[src/rtl/stdp_pkg.sv]
package stdp_pkg;

  typedef enum logic [1:0] {
    ST_IDLE = 2'd0,
    ST_WALK = 2'd1,
    ST_PUSH = 2'd2
  } walk_st_e;

  localparam int unsigned QSEL_PRE  = 0;
  localparam int unsigned QSEL_POST = 1;
  localparam int unsigned NUM_Q     = 2;

endpackage

[src/rtl/stdp_spike_buf.sv]
module stdp_spike_buf #(
  parameter int unsigned ADDR_W = 6
) (
  input  logic              clk,
  input  logic              rst_n,
  input  logic              in_valid_i,
  input  logic              in_post_i,
  input  logic [ADDR_W-1:0] in_addr_i,
  output logic              in_ready_o,
  input  logic              take_i,
  output logic              out_valid_o,
  output logic              out_post_o,
  output logic [ADDR_W-1:0] out_addr_o
);

  logic              v_q, v_d;
  logic              post_q, post_d;
  logic [ADDR_W-1:0] addr_q, addr_d;
  logic              accept;

  assign in_ready_o  = ~v_q;
  assign accept      = in_valid_i & ~v_q;
  assign out_valid_o = v_q;
  assign out_post_o  = post_q;
  assign out_addr_o  = addr_q;

  always_comb begin
    v_d    = v_q;
    post_d = post_q;
    addr_d = addr_q;
    if (take_i) begin
      v_d = 1'b0;
    end
    if (accept) begin
      v_d    = 1'b1;
      post_d = in_post_i;
      addr_d = in_addr_i;
    end
  end

  always_ff @(posedge clk or negedge rst_n) begin
    if (!rst_n) begin
      v_q    <= 1'b0;
      post_q <= 1'b0;
      addr_q <= '0;
    end else begin
      v_q <= v_d;
      if (accept) begin
        post_q <= post_d;
        addr_q <= addr_d;
      end
    end
  end

endmodule

[src/rtl/stdp_event_queue.sv]
module stdp_event_queue #(
  parameter int unsigned DEPTH  = 8,
  parameter int unsigned ADDR_W = 6,
  parameter int unsigned PHI_W  = 8,
  localparam int unsigned IDX_W = $clog2(DEPTH),
  localparam int unsigned CNT_W = IDX_W + 1
) (
  input  logic              clk,
  input  logic              rst_n,
  input  logic              tick_i,
  input  logic              push_i,
  input  logic [ADDR_W-1:0] push_addr_i,
  input  logic [PHI_W-1:0]  push_phi_i,
  input  logic [IDX_W-1:0]  rd_age_i,
  output logic [ADDR_W-1:0] rd_addr_o,
  output logic [PHI_W-1:0]  rd_phi_o,
  output logic              rd_live_o
);

  logic [ADDR_W-1:0] addr_q [DEPTH];
  logic [ADDR_W-1:0] addr_d [DEPTH];
  logic [PHI_W-1:0]  phi_q  [DEPTH];
  logic [PHI_W-1:0]  phi_d  [DEPTH];
  logic [IDX_W-1:0]  wr_ptr_q, wr_ptr_d;
  logic [CNT_W-1:0]  cnt_q, cnt_d;
  logic [IDX_W-1:0]  rd_idx;

  for (genvar e = 0; e < DEPTH; e++) begin : g_entry
    logic sel_wr;
    assign sel_wr = push_i && (wr_ptr_q == IDX_W'(e));

    always_comb begin
      phi_d[e]  = phi_q[e];
      addr_d[e] = addr_q[e];
      if (tick_i && (phi_q[e] != '0)) begin
        phi_d[e] = phi_q[e] - PHI_W'(1);
      end
      if (sel_wr) begin
        phi_d[e]  = push_phi_i;
        addr_d[e] = push_addr_i;
      end
    end

    always_ff @(posedge clk or negedge rst_n) begin
      if (!rst_n) begin
        phi_q[e]  <= '0;
        addr_q[e] <= '0;
      end else begin
        if (tick_i || sel_wr) begin
          phi_q[e] <= phi_d[e];
        end
        if (sel_wr) begin
          addr_q[e] <= addr_d[e];
        end
      end
    end
  end

  always_comb begin
    wr_ptr_d = wr_ptr_q;
    cnt_d    = cnt_q;
    if (push_i) begin
      wr_ptr_d = wr_ptr_q + IDX_W'(1);
      if (cnt_q != CNT_W'(DEPTH)) begin
        cnt_d = cnt_q + CNT_W'(1);
      end
    end
  end

  always_ff @(posedge clk or negedge rst_n) begin
    if (!rst_n) begin
      wr_ptr_q <= '0;
      cnt_q    <= '0;
    end else if (push_i) begin
      wr_ptr_q <= wr_ptr_d;
      cnt_q    <= cnt_d;
    end
  end

  assign rd_idx    = wr_ptr_q - IDX_W'(1) - rd_age_i;
  assign rd_addr_o = addr_q[rd_idx];
  assign rd_phi_o  = phi_q[rd_idx];
  assign rd_live_o = ({1'b0, rd_age_i} < cnt_q);

endmodule

[src/rtl/stdp_walk_ctrl.sv]
module stdp_walk_ctrl
  import stdp_pkg::*;
#(
  parameter int unsigned DEPTH  = 8,
  parameter int unsigned ADDR_W = 6,
  parameter int unsigned PHI_W  = 8,
  localparam int unsigned IDX_W = $clog2(DEPTH),
  localparam int unsigned SH_W  = $clog2(PHI_W)
) (
  input  logic              clk,
  input  logic              rst_n,
  input  logic              ev_valid_i,
  input  logic              ev_post_i,
  input  logic [ADDR_W-1:0] ev_addr_i,
  output logic              ev_take_o,
  output logic              cur_post_o,
  output logic [IDX_W-1:0]  rd_age_o,
  input  logic [ADDR_W-1:0] rd_addr_i,
  input  logic [PHI_W-1:0]  rd_phi_i,
  input  logic              rd_live_i,
  input  logic [PHI_W-1:0]  tau_plus_i,
  input  logic [PHI_W-1:0]  tau_minus_i,
  input  logic [SH_W-1:0]   eta_shift_i,
  output logic              push_pre_o,
  output logic              push_post_o,
  output logic [ADDR_W-1:0] push_addr_o,
  output logic [PHI_W-1:0]  push_phi_o,
  output logic              upd_valid_o,
  output logic              upd_dec_o,
  output logic [ADDR_W-1:0] upd_pre_addr_o,
  output logic [ADDR_W-1:0] upd_post_addr_o,
  output logic [PHI_W-1:0]  upd_amount_o
);

  walk_st_e          st_q, st_d;
  logic [IDX_W-1:0]  age_q, age_d;
  logic              cur_post_q, cur_post_d;
  logic [ADDR_W-1:0] cur_addr_q, cur_addr_d;
  logic              hit;
  logic              last_age;
  logic              cur_en;

  assign hit      = (st_q == ST_WALK) && rd_live_i && (rd_phi_i != '0);
  assign last_age = (age_q == IDX_W'(DEPTH - 1));

  always_comb begin
    st_d       = st_q;
    age_d      = age_q;
    cur_post_d = cur_post_q;
    cur_addr_d = cur_addr_q;
    cur_en     = 1'b0;
    ev_take_o  = 1'b0;
    unique case (st_q)
      ST_IDLE: begin
        if (ev_valid_i) begin
          ev_take_o  = 1'b1;
          cur_en     = 1'b1;
          cur_post_d = ev_post_i;
          cur_addr_d = ev_addr_i;
          age_d      = '0;
          st_d       = ST_WALK;
        end
      end
      ST_WALK: begin
        if (hit && !last_age) begin
          age_d = age_q + IDX_W'(1);
        end else begin
          st_d = ST_PUSH;
        end
      end
      ST_PUSH: begin
        st_d = ST_IDLE;
      end
      default: begin
        st_d = ST_IDLE;
      end
    endcase
  end

  always_ff @(posedge clk or negedge rst_n) begin
    if (!rst_n) begin
      st_q       <= ST_IDLE;
      age_q      <= '0;
      cur_post_q <= 1'b0;
      cur_addr_q <= '0;
    end else begin
      st_q  <= st_d;
      age_q <= age_d;
      if (cur_en) begin
        cur_post_q <= cur_post_d;
        cur_addr_q <= cur_addr_d;
      end
    end
  end

  assign cur_post_o      = cur_post_q;
  assign rd_age_o        = age_q;
  assign push_pre_o      = (st_q == ST_PUSH) && !cur_post_q;
  assign push_post_o     = (st_q == ST_PUSH) &&  cur_post_q;
  assign push_addr_o     = cur_addr_q;
  assign push_phi_o      = cur_post_q ? tau_minus_i : tau_plus_i;
  assign upd_valid_o     = hit;
  assign upd_dec_o       = ~cur_post_q;
  assign upd_pre_addr_o  = cur_post_q ? rd_addr_i  : cur_addr_q;
  assign upd_post_addr_o = cur_post_q ? cur_addr_q : rd_addr_i;
  assign upd_amount_o    = rd_phi_i >> eta_shift_i;

endmodule

[src/rtl/stdp_queue_engine.sv]
module stdp_queue_engine
  import stdp_pkg::*;
#(
  parameter int unsigned DEPTH  = 8,
  parameter int unsigned ADDR_W = 6,
  parameter int unsigned PHI_W  = 8,
  localparam int unsigned IDX_W = $clog2(DEPTH),
  localparam int unsigned SH_W  = $clog2(PHI_W)
) (
  input  logic              clk,
  input  logic              rst_n,
  input  logic              tick,
  input  logic              spk_valid,
  output logic              spk_ready,
  input  logic              spk_post,
  input  logic [ADDR_W-1:0] spk_addr,
  input  logic [PHI_W-1:0]  cfg_tau_plus,
  input  logic [PHI_W-1:0]  cfg_tau_minus,
  input  logic [SH_W-1:0]   cfg_eta_shift,
  output logic              upd_valid,
  output logic              upd_dec,
  output logic [ADDR_W-1:0] upd_pre_addr,
  output logic [ADDR_W-1:0] upd_post_addr,
  output logic [PHI_W-1:0]  upd_amount
);

  logic              ev_valid;
  logic              ev_post;
  logic [ADDR_W-1:0] ev_addr;
  logic              ev_take;
  logic              cur_post;
  logic [IDX_W-1:0]  rd_age;
  logic              push_pre, push_post;
  logic [ADDR_W-1:0] push_addr;
  logic [PHI_W-1:0]  push_phi;

  logic              q_push    [NUM_Q];
  logic [ADDR_W-1:0] q_rd_addr [NUM_Q];
  logic [PHI_W-1:0]  q_rd_phi  [NUM_Q];
  logic              q_rd_live [NUM_Q];

  logic [ADDR_W-1:0] sel_addr;
  logic [PHI_W-1:0]  sel_phi;
  logic              sel_live;

  stdp_spike_buf #(
    .ADDR_W (ADDR_W)
  ) in_buf_i (
    .clk         (clk),
    .rst_n       (rst_n),
    .in_valid_i  (spk_valid),
    .in_post_i   (spk_post),
    .in_addr_i   (spk_addr),
    .in_ready_o  (spk_ready),
    .take_i      (ev_take),
    .out_valid_o (ev_valid),
    .out_post_o  (ev_post),
    .out_addr_o  (ev_addr)
  );

  assign q_push[QSEL_PRE]  = push_pre;
  assign q_push[QSEL_POST] = push_post;

  for (genvar q = 0; q < NUM_Q; q++) begin : g_queue
    stdp_event_queue #(
      .DEPTH  (DEPTH),
      .ADDR_W (ADDR_W),
      .PHI_W  (PHI_W)
    ) queue_i (
      .clk         (clk),
      .rst_n       (rst_n),
      .tick_i      (tick),
      .push_i      (q_push[q]),
      .push_addr_i (push_addr),
      .push_phi_i  (push_phi),
      .rd_age_i    (rd_age),
      .rd_addr_o   (q_rd_addr[q]),
      .rd_phi_o    (q_rd_phi[q]),
      .rd_live_o   (q_rd_live[q])
    );
  end

  // A postsynaptic trigger searches the presynaptic history, and vice versa.
  always_comb begin
    if (cur_post) begin
      sel_addr = q_rd_addr[QSEL_PRE];
      sel_phi  = q_rd_phi[QSEL_PRE];
      sel_live = q_rd_live[QSEL_PRE];
    end else begin
      sel_addr = q_rd_addr[QSEL_POST];
      sel_phi  = q_rd_phi[QSEL_POST];
      sel_live = q_rd_live[QSEL_POST];
    end
  end

  stdp_walk_ctrl #(
    .DEPTH  (DEPTH),
    .ADDR_W (ADDR_W),
    .PHI_W  (PHI_W)
  ) walk_i (
    .clk             (clk),
    .rst_n           (rst_n),
    .ev_valid_i      (ev_valid),
    .ev_post_i       (ev_post),
    .ev_addr_i       (ev_addr),
    .ev_take_o       (ev_take),
    .cur_post_o      (cur_post),
    .rd_age_o        (rd_age),
    .rd_addr_i       (sel_addr),
    .rd_phi_i        (sel_phi),
    .rd_live_i       (sel_live),
    .tau_plus_i      (cfg_tau_plus),
    .tau_minus_i     (cfg_tau_minus),
    .eta_shift_i     (cfg_eta_shift),
    .push_pre_o      (push_pre),
    .push_post_o     (push_post),
    .push_addr_o     (push_addr),
    .push_phi_o      (push_phi),
    .upd_valid_o     (upd_valid),
    .upd_dec_o       (upd_dec),
    .upd_pre_addr_o  (upd_pre_addr),
    .upd_post_addr_o (upd_post_addr),
    .upd_amount_o    (upd_amount)
  );

endmodule

[config.mk]
export PLATFORM = sky130hd
export DESIGN_NAME = stdp_queue_engine
export DESIGN_NICKNAME = d
export VERILOG_FILES = /design/src/rtl/stdp_pkg.sv /design/src/rtl/stdp_spike_buf.sv /design/src/rtl/stdp_event_queue.sv /design/src/rtl/stdp_walk_ctrl.sv /design/src/rtl/stdp_queue_engine.sv
export SDC_FILE = /design/constraint.sdc
export NUM_CORES = 1
export LEC_CHECK = 0
export BUFFER_PORTS_ARGS = -buffer_cell sky130_fd_sc_hd__buf_2
export CAP_MARGIN = 20
export CORE_ASPECT_RATIO = 0.8
export CORE_MARGIN = 2
export CORE_UTILIZATION = 50
export CTS_CLUSTER_SIZE = 14
export DETAILED_ROUTE_END_ITERATION = 8
export GPL_ROUTABILITY_DRIVEN = 1
export GPL_TIMING_DRIVEN = 0
export PLACE_DENSITY = 0.67
export SYNTH_ARGS = -nofsm -noshare
export SYNTH_HDL_FRONTEND = slang
export SYNTH_SLANG_ARGS = --single-unit
[constraint.sdc]
create_clock -name clk -period 10.7 [get_ports clk]
set_clock_uncertainty 0.2 [all_clocks]
set_input_delay 1.605 -clock clk [delete_from_list [all_inputs] [get_ports clk]]
set_output_delay 1.605 -clock clk [all_outputs]
set_load 0.03 [all_outputs]
==> impl_metrics.tcl <==
set metrics [dict create \
    power_density_nw_per_um2 373 \
    internal_power_mw 3.50 \
    synthesis.nets 1453 \
    p_total_mw 6.17 \
    final_antenna_net_count 0 \
    critPathKind "reg -> out" \
    clkTransAtPathRegs_ps 60 \
    min_from "in_buf_i.out_addr_o[2]" \
    clkPwrFrac 0.160 \
    regToRegSetupSlack_ps 6860 \
    peakVddDrop_mv 0.191 \
    wire_per_inst_um 20.8 \
    worstSkewPairLatency_ps 550 \
    grt_max_degree 124 \
    io_pins 53 \
    post_cts.repair.setup_buffers 0 \
    place_congestion 0.894 \
    synth_ff_type "dfrtp_1" \
    cts_resized 0 \
    cts_sinks 258 \
    portBuffers 49 \
    final_nets 1534 \
    drive_gt1_frac 0.212 \
    place_area_sq_um 15600 \
    cp.required_ps 8900 \
    maxCapViolations 0 \
    wl_mm 38.4 \
    start_kind "register" \
    start_util 0.507 \
    syn_avg_cell_area_sq_um 10.8 \
    reg2reg_to "walk_i.rd_age_o[2]" \
    synth_area_leaders "dfrtp_1 44%, mux2_2 8.9%, mux4_2 8.7%" \
    p_comb_frac 0.531 \
    rows 56 \
    drc_errors 0 \
    slew_violations 0 \
    synth_top_area_frac 0.436 \
    status "finished, final reports clean" \
    p_sw_mw 2.67 \
    ys_ff_latch 258 \
    rsz0062_at_grt "false" \
    clockRootBuffer "clkbuf_16" \
    die_y_um 158 \
    holdPathEnd "walk_i.push_addr_o[2]" \
    hold_path_depth 2 \
    setup_tns_ps 0 \
    slew_headroom 0.251 \
    area_growth_pct 11.6 \
    grt_overflow 0 \
    finalCriticalPeriod_ps 6010 \
    synthCells 1365 \
    r2r_start "walk_i.rd_age_o[0]" \
    first_pass_iters 5 \
    fp.dieW_um 196 \
    syn_area_sq_um 14800 \
    cts_buffers 28 \
    async_flop_share 1.00 \
    grtUsageTotal 0.256 \
    finalSetupViolCount 0 \
    grt_pass1_vias 10600 \
    cts_tree "yes" \
    post-route-period-util 0.561 \
    htreeDepth 1 \
    critPathArrivalTime_ps 4200 \
    hold_violations 0 \
    worst_pin_slew_ps 1090 \
    ys_seq_area_frac 0.436 \
    cts-hold-fix-buffers 0 \
    ys_types 45 \
    leakage_nw 7.39 \
    synth_edf_count 0 \
    r2r_cells 11 \
    core_sq_um 29200 \
    die-area_sq_um 31000 \
    num_vias 10700 \
    seq_power_share 0.309 \
    drt_iter0_markers 983 \
    holdWs_ps 266 \
    hpwl_mm 27.5 \
    yosys_warnings 0 \
    fmax_ghz 0.167 \
    diodes 0 \
    cp-end-kind "output port" \
    cts_buffer_depth 3 \
    grt_pass1_wl_mm 61.0 \
    antenna_found_initial 0 \
    synth_top_area_cell "dfrtp_1" \
    final_cell_mix "258 x dfrtp_1, 124 x nand2_1, 117 x nor2_1, 117 x mux2_2, 85 x o21ai_0" \
    switching_share 0.432 \
    min_path_type "reg -> reg" \
    layout_commonest_cell "dfrtp_1" \
    vias_per_cell 5.79 \
    stdcell_area_sq_um 16500 \
    path_max_fanout 10 \
]
-- metrics by stage --
stage | utilization | cells | setup slack [ps]
floorplan | - | 1365 | 5830
global placement | 0.531 | 1791 | 3010
detailed placement | 0.533 | 1793 | 5310
CTS | 0.565 | 1841 | 4720
global route | 0.565 | 1841 | 4580
finish | 0.565 | 1841 | 4690
-- sequential cells by signal, summed over array words and instances, names as in the netlist, 2 cells and up --
signal                    flops
g_queue.queue_i.addr_q       96
g_queue.queue_i.cnt_q         8
g_queue.queue_i.phi_q       128
g_queue.queue_i.wr_ptr_q      6
in_buf_i.out_addr_o           6
walk_i.push_addr_o            6
walk_i.rd_age_o               3
walk_i.st_q                   2
-- worst max-delay path, cell delays in order, from the launching register on --
cell and delay (ps):
dfrtp_1 430, inv_1 110, ha_1 200, fa_1 640
buf_2 310, mux4_2 370, mux2i_1 360, mux2i_1 250
mux2_2 330, mux4_2 450, buf_2 190
-- layout make-up --
type | instances | area (sq um)
clock buffers | 42 | 843
well taps | 377 | 472
clock inverters | 6 | 93.8
flip-flops and latches | 258 | 6460
plain buffers | 80 | 355
fillers | 2474 | 12700
inverters | 79 | 297
multi-input cells | 948 | 7690
repair buffers | 51 | 310
-- layer usage --
metal,share of wire,GRT usage,up-vias
met3,0.075,0.0518,64
met2,0.44,0.394,329
li1,-,-,4955
met5,0,0,-
met4,0.028,0.0642,0
met1,0.46,0.372,5320
-- logic make-up after synthesis --
| family | share of synthesized area |
|---|---|
| flops | 0.436 |
| mux | 0.210 |
| fa+ha+maj | 0.0500 |
| compound gates | 0.0780 |
| simple gates | 0.113 |
| xor+xnor | 0.0688 |
| buf+inv | 0.0440 |
-- worst max path at each step --
stage	slack, ps	startpoint	depth (start not counted)	to
3_3_place_gp	3010	rst_n	1	g_queue[1].queue_i.addr_q[34]
2_1_floorplan	5830	walk_i.rd_age_o[0]	11	upd_amount[2]
5_1_grt	4580	walk_i.rd_age_o[0]	11	upd_amount[0]
6_report	4690	walk_i.rd_age_o[0]	10	upd_amount[0]
4_1_cts	4720	walk_i.rd_age_o[0]	10	upd_amount[0]
3_5_place_dp	5310	walk_i.rd_age_o[0]	10	upd_amount[0]
-- synth_stat cells (all sizes together), types with 4 or more instances --
library cell  instances
xor2                 32
nor4                 15
mux2i                51
o21ai                85
nand2b                9
a21oi                80
or4                  33
dfrtp               258
nor3                 21
clkbuf               57
a31oi                 5
buf                  23
or3                   8
nand3                 8
mux4                 57
xnor2                79
nor2                117
ha                   56
or2                   8
o41ai                16
nand2               124
inv                  79
a21o                  4
and2                  4
mux2                117
-- power by group through the flow --
stage	Clock (mW)	Sequential, mW	Combinational (mW)
after detailed placement	0	1.90	3.27
after global placement	0	1.88	3.19
after CTS	1.00	1.89	3.29
after floorplan	0	1.73	2.49
final	0.989	1.90	3.27
after global routing	1.04	1.96	3.56
No activity file was read; power rests on OpenSTA's default activity.
